[src/rtl/tlb_pkg.sv]
package tlb_pkg;
  localparam int ASID_W = 16;
  localparam int ADDR_W = 64;
  localparam int PTE_W  = 64;

  typedef struct packed {
    logic [ASID_W-1:0] asid;
    logic              glob;
    logic [ADDR_W-1:0] tag;
    logic [ADDR_W-1:0] pbase;
    logic [ADDR_W-1:0] mmask;
    logic [PTE_W-1:0]  pte;
    logic [ADDR_W-1:0] pte_addr;
  } tlb_entry_t;
endpackage

[src/rtl/tlb_fill_prep.sv]
module tlb_fill_prep
  import tlb_pkg::*;
#(
  parameter int PGOFF_W   = 12,
  parameter int LVL_IDX_W = 9,
  parameter int LVL_W     = 2
) (
  input  logic [ASID_W-1:0] asid_i,
  input  logic              glob_i,
  input  logic [LVL_W-1:0]  level_i,
  input  logic [ADDR_W-1:0] vaddr_i,
  input  logic [ADDR_W-1:0] paddr_i,
  input  logic [PTE_W-1:0]  pte_i,
  input  logic [ADDR_W-1:0] pte_addr_i,
  output tlb_entry_t        entry_o
);
  localparam int SHIFT_W   = $clog2(ADDR_W + 1);
  localparam int MAX_SHIFT = PGOFF_W + ((1 << LVL_W) - 1) * LVL_IDX_W;

  // The deepest level must still fit in the address.
  if (MAX_SHIFT > ADDR_W) begin : g_shift_too_wide
    $error("page shift exceeds address width");
  end

  logic [SHIFT_W-1:0] shift;
  logic [ADDR_W-1:0]  mmask;

  always_comb begin
    shift = SHIFT_W'(PGOFF_W) + SHIFT_W'(level_i) * SHIFT_W'(LVL_IDX_W);
    mmask = {ADDR_W{1'b1}} << shift;
    entry_o.asid     = asid_i;
    entry_o.glob     = glob_i;
    entry_o.tag      = vaddr_i & mmask;
    entry_o.pbase    = paddr_i & mmask;
    entry_o.mmask    = mmask;
    entry_o.pte      = pte_i;
    entry_o.pte_addr = pte_addr_i;
  end
endmodule

[src/rtl/tlb_entry_cmp.sv]
module tlb_entry_cmp
  import tlb_pkg::*;
(
  input  logic              valid_i,
  input  tlb_entry_t        entry_i,
  input  logic [ASID_W-1:0] lk_asid_i,
  input  logic [ADDR_W-1:0] lk_vaddr_i,
  input  logic              fence_valid_i,
  input  logic              fence_use_asid_i,
  input  logic [ASID_W-1:0] fence_asid_i,
  input  logic              fence_use_addr_i,
  input  logic [ADDR_W-1:0] fence_addr_i,
  output logic              lk_match_o,
  output logic              kill_o
);
  logic asid_hit, page_hit, fence_asid_ok, fence_addr_ok;

  always_comb begin
    asid_hit   = entry_i.glob || (entry_i.asid == lk_asid_i);
    page_hit   = entry_i.tag == (lk_vaddr_i & entry_i.mmask);
    lk_match_o = valid_i && asid_hit && page_hit;

    // Identifier-qualified fences never touch global slots.
    fence_asid_ok = !fence_use_asid_i ||
                    ((entry_i.asid == fence_asid_i) && !entry_i.glob);
    fence_addr_ok = !fence_use_addr_i ||
                    (entry_i.tag == (fence_addr_i & entry_i.mmask));
    kill_o = valid_i && fence_valid_i && fence_asid_ok && fence_addr_ok;
  end
endmodule

[src/rtl/tlb_victim_sel.sv]
module tlb_victim_sel #(
  parameter int N_SLOTS = 4,
  parameter int AGE_W   = 32,
  localparam int IDX_W  = (N_SLOTS > 1) ? $clog2(N_SLOTS) : 1
) (
  input  logic                          clk,
  input  logic                          rst_n,
  input  logic [N_SLOTS-1:0]            valid_i,
  input  logic [N_SLOTS-1:0][AGE_W-1:0] age_i,
  output logic [IDX_W-1:0]              victim_o
);
  logic found;
  logic [IDX_W-1:0] oldest;

  always_comb begin
    found  = 1'b0;
    oldest = '0;
    for (int i = 1; i < N_SLOTS; i++) begin
      if (age_i[i] < age_i[oldest]) oldest = IDX_W'(i);
    end
    victim_o = oldest;
    for (int i = 0; i < N_SLOTS; i++) begin
      if (!valid_i[i] && !found) begin
        victim_o = IDX_W'(i);
        found    = 1'b1;
      end
    end
  end

  // a free slot is always preferred over eviction.
  p_victim_prefers_free_r8: assert property (@(posedge clk) disable iff (!rst_n)
    !(&valid_i) |-> !valid_i[victim_o]);
endmodule

[src/rtl/tlb_cache.sv]
module tlb_cache
  import tlb_pkg::*;
#(
  parameter int N_SLOTS      = 4,
  parameter int PGOFF_W      = 12,
  parameter int LVL_IDX_W    = 9,
  parameter int LVL_W        = 2,
  parameter int AGE_W        = 32,
  parameter int FENCE_ASID_W = 64
) (
  input  logic                    clk,
  input  logic                    rst_n,
  input  logic                    init_i,
  input  logic [ASID_W-1:0]       lk_asid_i,
  input  logic [ADDR_W-1:0]       lk_vaddr_i,
  output logic                    lk_hit_o,
  output logic [ADDR_W-1:0]       lk_paddr_o,
  output logic [PTE_W-1:0]        lk_pte_o,
  output logic [ADDR_W-1:0]       lk_pte_addr_o,
  input  logic                    fill_valid_i,
  input  logic [ASID_W-1:0]       fill_asid_i,
  input  logic                    fill_glob_i,
  input  logic [LVL_W-1:0]        fill_level_i,
  input  logic [ADDR_W-1:0]       fill_vaddr_i,
  input  logic [ADDR_W-1:0]       fill_paddr_i,
  input  logic [PTE_W-1:0]        fill_pte_i,
  input  logic [ADDR_W-1:0]       fill_pte_addr_i,
  input  logic                    fence_valid_i,
  input  logic                    fence_use_asid_i,
  input  logic [FENCE_ASID_W-1:0] fence_asid_i,
  input  logic                    fence_use_addr_i,
  input  logic [ADDR_W-1:0]       fence_addr_i
);
  localparam int IDX_W = (N_SLOTS > 1) ? $clog2(N_SLOTS) : 1;

  logic [N_SLOTS-1:0]            valid_q, valid_d, valid_post, kill, lk_match, we;
  tlb_entry_t                    ent_q [N_SLOTS];
  logic [N_SLOTS-1:0][AGE_W-1:0] age_q;
  logic [AGE_W-1:0]              age_cnt_q, age_cnt_d;
  tlb_entry_t                    fill_ent, sel;
  logic [IDX_W-1:0]              victim;
  logic [ASID_W-1:0]             fence_asid;

  assign fence_asid = fence_asid_i[ASID_W-1:0];

  tlb_fill_prep #(.PGOFF_W(PGOFF_W), .LVL_IDX_W(LVL_IDX_W), .LVL_W(LVL_W)) u_prep (
    .asid_i(fill_asid_i), .glob_i(fill_glob_i), .level_i(fill_level_i),
    .vaddr_i(fill_vaddr_i), .paddr_i(fill_paddr_i), .pte_i(fill_pte_i),
    .pte_addr_i(fill_pte_addr_i), .entry_o(fill_ent)
  );

  for (genvar g = 0; g < N_SLOTS; g++) begin : g_slot
    tlb_entry_cmp u_cmp (
      .valid_i(valid_q[g]), .entry_i(ent_q[g]),
      .lk_asid_i(lk_asid_i), .lk_vaddr_i(lk_vaddr_i),
      .fence_valid_i(fence_valid_i), .fence_use_asid_i(fence_use_asid_i),
      .fence_asid_i(fence_asid), .fence_use_addr_i(fence_use_addr_i),
      .fence_addr_i(fence_addr_i), .lk_match_o(lk_match[g]), .kill_o(kill[g])
    );

    // stored tag and base carry no bits below the page shift.
    p_tag_aligned_r3: assert property (@(posedge clk) disable iff (!rst_n)
      valid_q[g] |-> (((ent_q[g].tag | ent_q[g].pbase) & ~ent_q[g].mmask) == '0));

    // a global slot outlives any identifier-qualified fence.
    p_global_survives_r6: assert property (@(posedge clk) disable iff (!rst_n)
      (fence_valid_i && fence_use_asid_i && !init_i && valid_q[g] && ent_q[g].glob)
      |=> valid_q[g]);
  end

  tlb_victim_sel #(.N_SLOTS(N_SLOTS), .AGE_W(AGE_W)) u_victim (
    .clk(clk), .rst_n(rst_n), .valid_i(valid_post), .age_i(age_q), .victim_o(victim)
  );

  // Next state: invalidation first, then the fill lands in the chosen slot.
  always_comb begin
    age_cnt_d  = age_cnt_q + 1'b1;
    valid_post = init_i ? '0 : (valid_q & ~kill);
    valid_d    = valid_post;
    we         = '0;
    if (fill_valid_i) begin
      valid_d[victim] = 1'b1;
      we[victim]      = 1'b1;
    end
  end

  always_ff @(posedge clk or negedge rst_n) begin
    if (!rst_n) begin
      valid_q   <= '0;
      age_cnt_q <= '0;
    end else begin
      valid_q   <= valid_d;
      age_cnt_q <= age_cnt_d;
    end
  end

  always_ff @(posedge clk) begin
    for (int i = 0; i < N_SLOTS; i++) begin
      if (we[i]) begin
        ent_q[i] <= fill_ent;
        age_q[i] <= age_cnt_q;
      end
    end
  end

  // Lookup: lowest-numbered matching slot wins.
  always_comb begin
    lk_hit_o = 1'b0;
    sel      = '0;
    for (int i = N_SLOTS - 1; i >= 0; i--) begin
      if (lk_match[i]) begin
        lk_hit_o = 1'b1;
        sel      = ent_q[i];
      end
    end
    lk_paddr_o    = lk_hit_o ? (sel.pbase | (lk_vaddr_i & ~sel.mmask)) : '0;
    lk_pte_o      = sel.pte;
    lk_pte_addr_o = sel.pte_addr;
  end

  // an unqualified fence with no fill leaves the cache empty.
  p_full_fence_clears_r4: assert property (@(posedge clk) disable iff (!rst_n)
    (fence_valid_i && !fence_use_asid_i && !fence_use_addr_i && !fill_valid_i)
    |=> (valid_q == '0));

  // a fill always leaves at least one valid slot, whatever else shares the cycle.
  p_fill_lands_r9: assert property (@(posedge clk) disable iff (!rst_n)
    fill_valid_i |=> (valid_q != '0));

  // a miss drives zero on the translated address.
  p_miss_zero_r12: assert property (@(posedge clk) disable iff (!rst_n)
    !lk_hit_o |-> (lk_paddr_o == '0) && (lk_pte_o == '0));
endmodule

[config.mk]
export PLATFORM = sky130hd
export DESIGN_NAME = tlb_cache
export DESIGN_NICKNAME = d
export VERILOG_FILES = /design/src/rtl/tlb_pkg.sv /design/src/rtl/tlb_fill_prep.sv /design/src/rtl/tlb_entry_cmp.sv /design/src/rtl/tlb_victim_sel.sv /design/src/rtl/tlb_cache.sv
export SDC_FILE = /design/constraint.sdc
export NUM_CORES = 2
export LEC_CHECK = 0
export BUFFER_PORTS_ARGS = -buffer_cell sky130_fd_sc_hd__buf_2
export CAP_MARGIN = 20
export CORE_MARGIN = 1
export CORE_UTILIZATION = 59
export DETAILED_ROUTE_END_ITERATION = 8
export GPL_TIMING_DRIVEN = 0
export PLACE_DENSITY = 0.86
export SETUP_SLACK_MARGIN = 0.15
export SLEW_MARGIN = 20
export SYNTH_ARGS = -nofsm -noshare
export SYNTH_HDL_FRONTEND = slang
export SYNTH_SLANG_ARGS = --single-unit
[constraint.sdc]
create_clock -name clk -period 34.5 [get_ports clk]
set_input_delay 3.45 -clock clk [delete_from_list [all_inputs] [get_ports clk]]
set_output_delay 3.45 -clock clk [all_outputs]
set_load 0.005 [all_outputs]
==> impl_metrics.env <==
export IMPL_synth_seq_cells=1268
export IMPL_worstSkewPairLatency_ns=0.78
export IMPL_grt_pass1_wl_mm=318
export IMPL_vdd_ir_drop_max_uv=56.4
export IMPL_maxSlewHeadroom_pct=22.9
export IMPL_worst_ep_arrival_time_ns=9.22
export IMPL_fillers=6755
export IMPL_cts_setup_buffers=0
export IMPL_coreArea_um2=102000
export IMPL_stdcell_area_um2=72100
export IMPL_die_w_um=324
export IMPL_slew_violations=0
export IMPL_synthToLayoutAreaGrowth_pct=17.7
export IMPL_p_per_area_nw_per_um2=48.1
export IMPL_portBuffers=545
export IMPL_antenna_found_initial=84
export IMPL_grt_setup_unrepaired="no"
export IMPL_synth_avg_cell_area_um2=12.7
export IMPL_yosysTopAreaCell="edfxtp_1"
export IMPL_setup_worst_path_class="primary input to output port"
export IMPL_cp_start_kind="primary input"
export IMPL_synth_top_area_share_pct=60.4
export IMPL_antenna_left=0
export IMPL_mostFrequentLayoutCells="1232 x edfxtp_1, 585 x buf_2, 365 x inv_1, 311 x nand2_1, 260 x mux2_2"
export IMPL_fin_crit_ns=12.67
export IMPL_hold_path_class="flop to flop"
export IMPL_seqPwrFrac_pct=50.9
export IMPL_die_area_um2=105000
export IMPL_drc=0
export IMPL_hold_buffers=0
export IMPL_hold_slack_ns=0.571
export IMPL_initial_core_util_pct=59.8
export IMPL_clockBufferDepth=3
export IMPL_dp_hpwl_mm=171
export IMPL_grt_start_max_net_pins=42
export IMPL_yosysSeqAreaShare_pct=61.9
export IMPL_routed_top_layer="met5"
export IMPL_wl_per_cell_um=32.3
export IMPL_mostFrequentLayoutCell="edfxtp_1"
export IMPL_clk_pin_slew_ns=0.06
export IMPL_grt_pass1_vias=45200
export IMPL_clock_root_buffer="clkbuf_16"
export IMPL_cp_max_fo=10
export IMPL_crit_required_ns=31.05
export IMPL_tightest_slew_ns=1.15
export IMPL_setup_viol=0
export IMPL_drive_above_1_share_pct=20.2
export IMPL_yosys_warnings=0
export IMPL_rows=117
export IMPL_h_tree_depth=4
export IMPL_synth_area_um2=61200
export IMPL_gp_congestion=1.15
export IMPL_grt_overflow_total=0
export IMPL_cts_tree="done"
export IMPL_synth_area_leaders="edfxtp_1 60%, mux2_2 4.8%, xor2_1 3.0%"
export IMPL_final_hold_viol_count=0
export IMPL_track_usage_pct=43.2
export IMPL_met2WireLength_mm=103
export IMPL_cts_sinks=1268
export IMPL_p_sw_share_pct=23.8
export IMPL_synth_distinct_cells=81
export IMPL_via_count=47200
export IMPL_fin_tns_setup_ns=0
export IMPL_synth_top_flop_cell="edfxtp_1"
export IMPL_drtPass1Iterations=8
export IMPL_viasPerCell=6.61
export IMPL_p_switching_w=0.000826
export IMPL_power_frac_comb_pct=7.2
export IMPL_nets=6196
export IMPL_cts_resized=0
export IMPL_post_dp_cell_area_um2=67600
export IMPL_pre_cts_slack_ns=22.04
export IMPL_clkPwrFrac_pct=41.9
export IMPL_async_reset_ff_share_pct=2.84
export IMPL_drv_cap=0
export IMPL_synth_edf_count=1232
export IMPL_die_h_um=324
export IMPL_dr_wl_met3_mm=29.3
export IMPL_pin_count=683
export IMPL_fin_util_pct=70.4
export IMPL_wl_mm=231
export IMPL_max_clock_freq_mhz=78.9
export IMPL_route_layer_met1_wl_mm=81.5
export IMPL_clock_skew_final_ns=0.0377
export IMPL_layout_setup_ws_ns=21.83
export IMPL_crit_path_end_kind="output port"
export IMPL_intPower_w=0.00264
export IMPL_syn_instance_count=4803
export IMPL_status="finished clean"
export IMPL_p_leak_nw=27.2
export IMPL_cts_made_buffers=133
export IMPL_period_share_pct=36.7
export IMPL_initialDrtViolationCount=7205
==> critical path: stages <==
cell      delay (ns)
clkbuf_1        0.55
nand2_1         0.10
o22ai_1         0.20
a22oi_1         0.31
nor4_1          0.92
and4_1          0.51
clkbuf_1        0.69
and2_1          0.23
buf_4           0.26
buf_6           0.30
buf_2           0.33
clkbuf_1        0.49
a221oi_1        0.21
o22ai_1         0.40
buf_2           0.23
==> sequential cells by signal (all words and copies together) (netlist names) <==
register / cells
age_cnt_q: 32
valid_q: 4
age_q: 128
ent_q: 1104
==> final cells by class <==
cell class / instances / area [um2] / share of cell area, %
clock inverter: 77 / 840 / 1.16
tap: 1368 / 1710 / 2.38
sequential: 1268 / 37900 / 52.6
antenna: 54 / 135 / 0.188
buffer: 278 / 1220 / 1.69
multi-input combinational: 2934 / 21000 / 29.1
timing repair buffer: 623 / 4400 / 6.11
clock buffer: 163 / 3520 / 4.89
inverter: 369 / 1390 / 1.92
==> routing by layer <==
metal,global-route usage (%),up-vias
met5,0,-
met4,27.3,52
met3,12.9,795
met2,65.5,3726
met1,54.5,23000
li1,-,19600
==> synth_stat cells, types with 72 or more instances <==
cell and count:
a21oi_1 79, a22oi_1 73, and2_1 81, clkbuf_1 206, edfxtp_1 1232, ha_1 99, inv_1 365, mux2_2 260
nand2_1 311, nand3_1 208, nor2_1 134, o21a_1 72, o21ai_0 185, o22ai_1 135, o31ai_1 146, xnor2_1 198
xor2_1 211
==> power groups by stage <==
stage	sequential (W)	combinational (W)	clock, W
2_1_floorplan	0.00181	0.000109	0
3_3_place_gp	0.00184	0.000215	0
3_5_place_dp	0.00179	0.000238	0
4_1_cts	0.00176	0.000240	0.00145
5_1_grt	0.00177	0.000258	0.00151
6_report	0.00176	0.000251	0.00145
==> cells by family after synthesis <==
group           count (synthesis)  share of synthesized area [%]
flops                        1268                           61.9
fa+ha+maj                      99                           2.02
mux                           331                           6.01
xor+xnor                      409                           5.85
simple gates                 1115                           9.45
buf+inv                       647                           4.25
other cells                     2                         0.0123
compound gates                932                           10.5
==> path summary, 6_finish.rpt <==
| path | start | cells past startpoint | slack (ns) | to |
|---|---|---|---|---|
| setup reg to reg | age_q[59]$_DFFE_PP_ | 32 | 23.32 | ent_q[2][85]$_DFFE_PP_ |
| hold / removal | age_cnt_q[13]$_DFF_PN0_ | 1 | 0.57 | age_cnt_q[13]$_DFF_PN0_ |
| hold reg to reg | age_cnt_q[13]$_DFF_PN0_ | 1 | 0.57 | age_cnt_q[13]$_DFF_PN0_ |
| setup / recovery | lk_vaddr_i[40] | 15 | 21.83 | lk_paddr_o[53] |
| min in group asynchronous | rst_n | 1 | 2.86 | age_cnt_q[7]$_DFF_PN0_ |
| max in group asynchronous | rst_n | 1 | 30.99 | age_cnt_q[30]$_DFF_PN0_ |
==> stage by stage <==
stage | instances | total power (W)
6_report | 7134 | 0.00347
3_3_place_gp | 6762 | 0.00205
2_1_floorplan | 4849 | 0.00192
5_1_grt | 7120 | 0.00353
3_5_place_dp | 6840 | 0.00203
4_1_cts | 7080 | 0.00345
No activity file was read; power rests on OpenSTA's default activity.
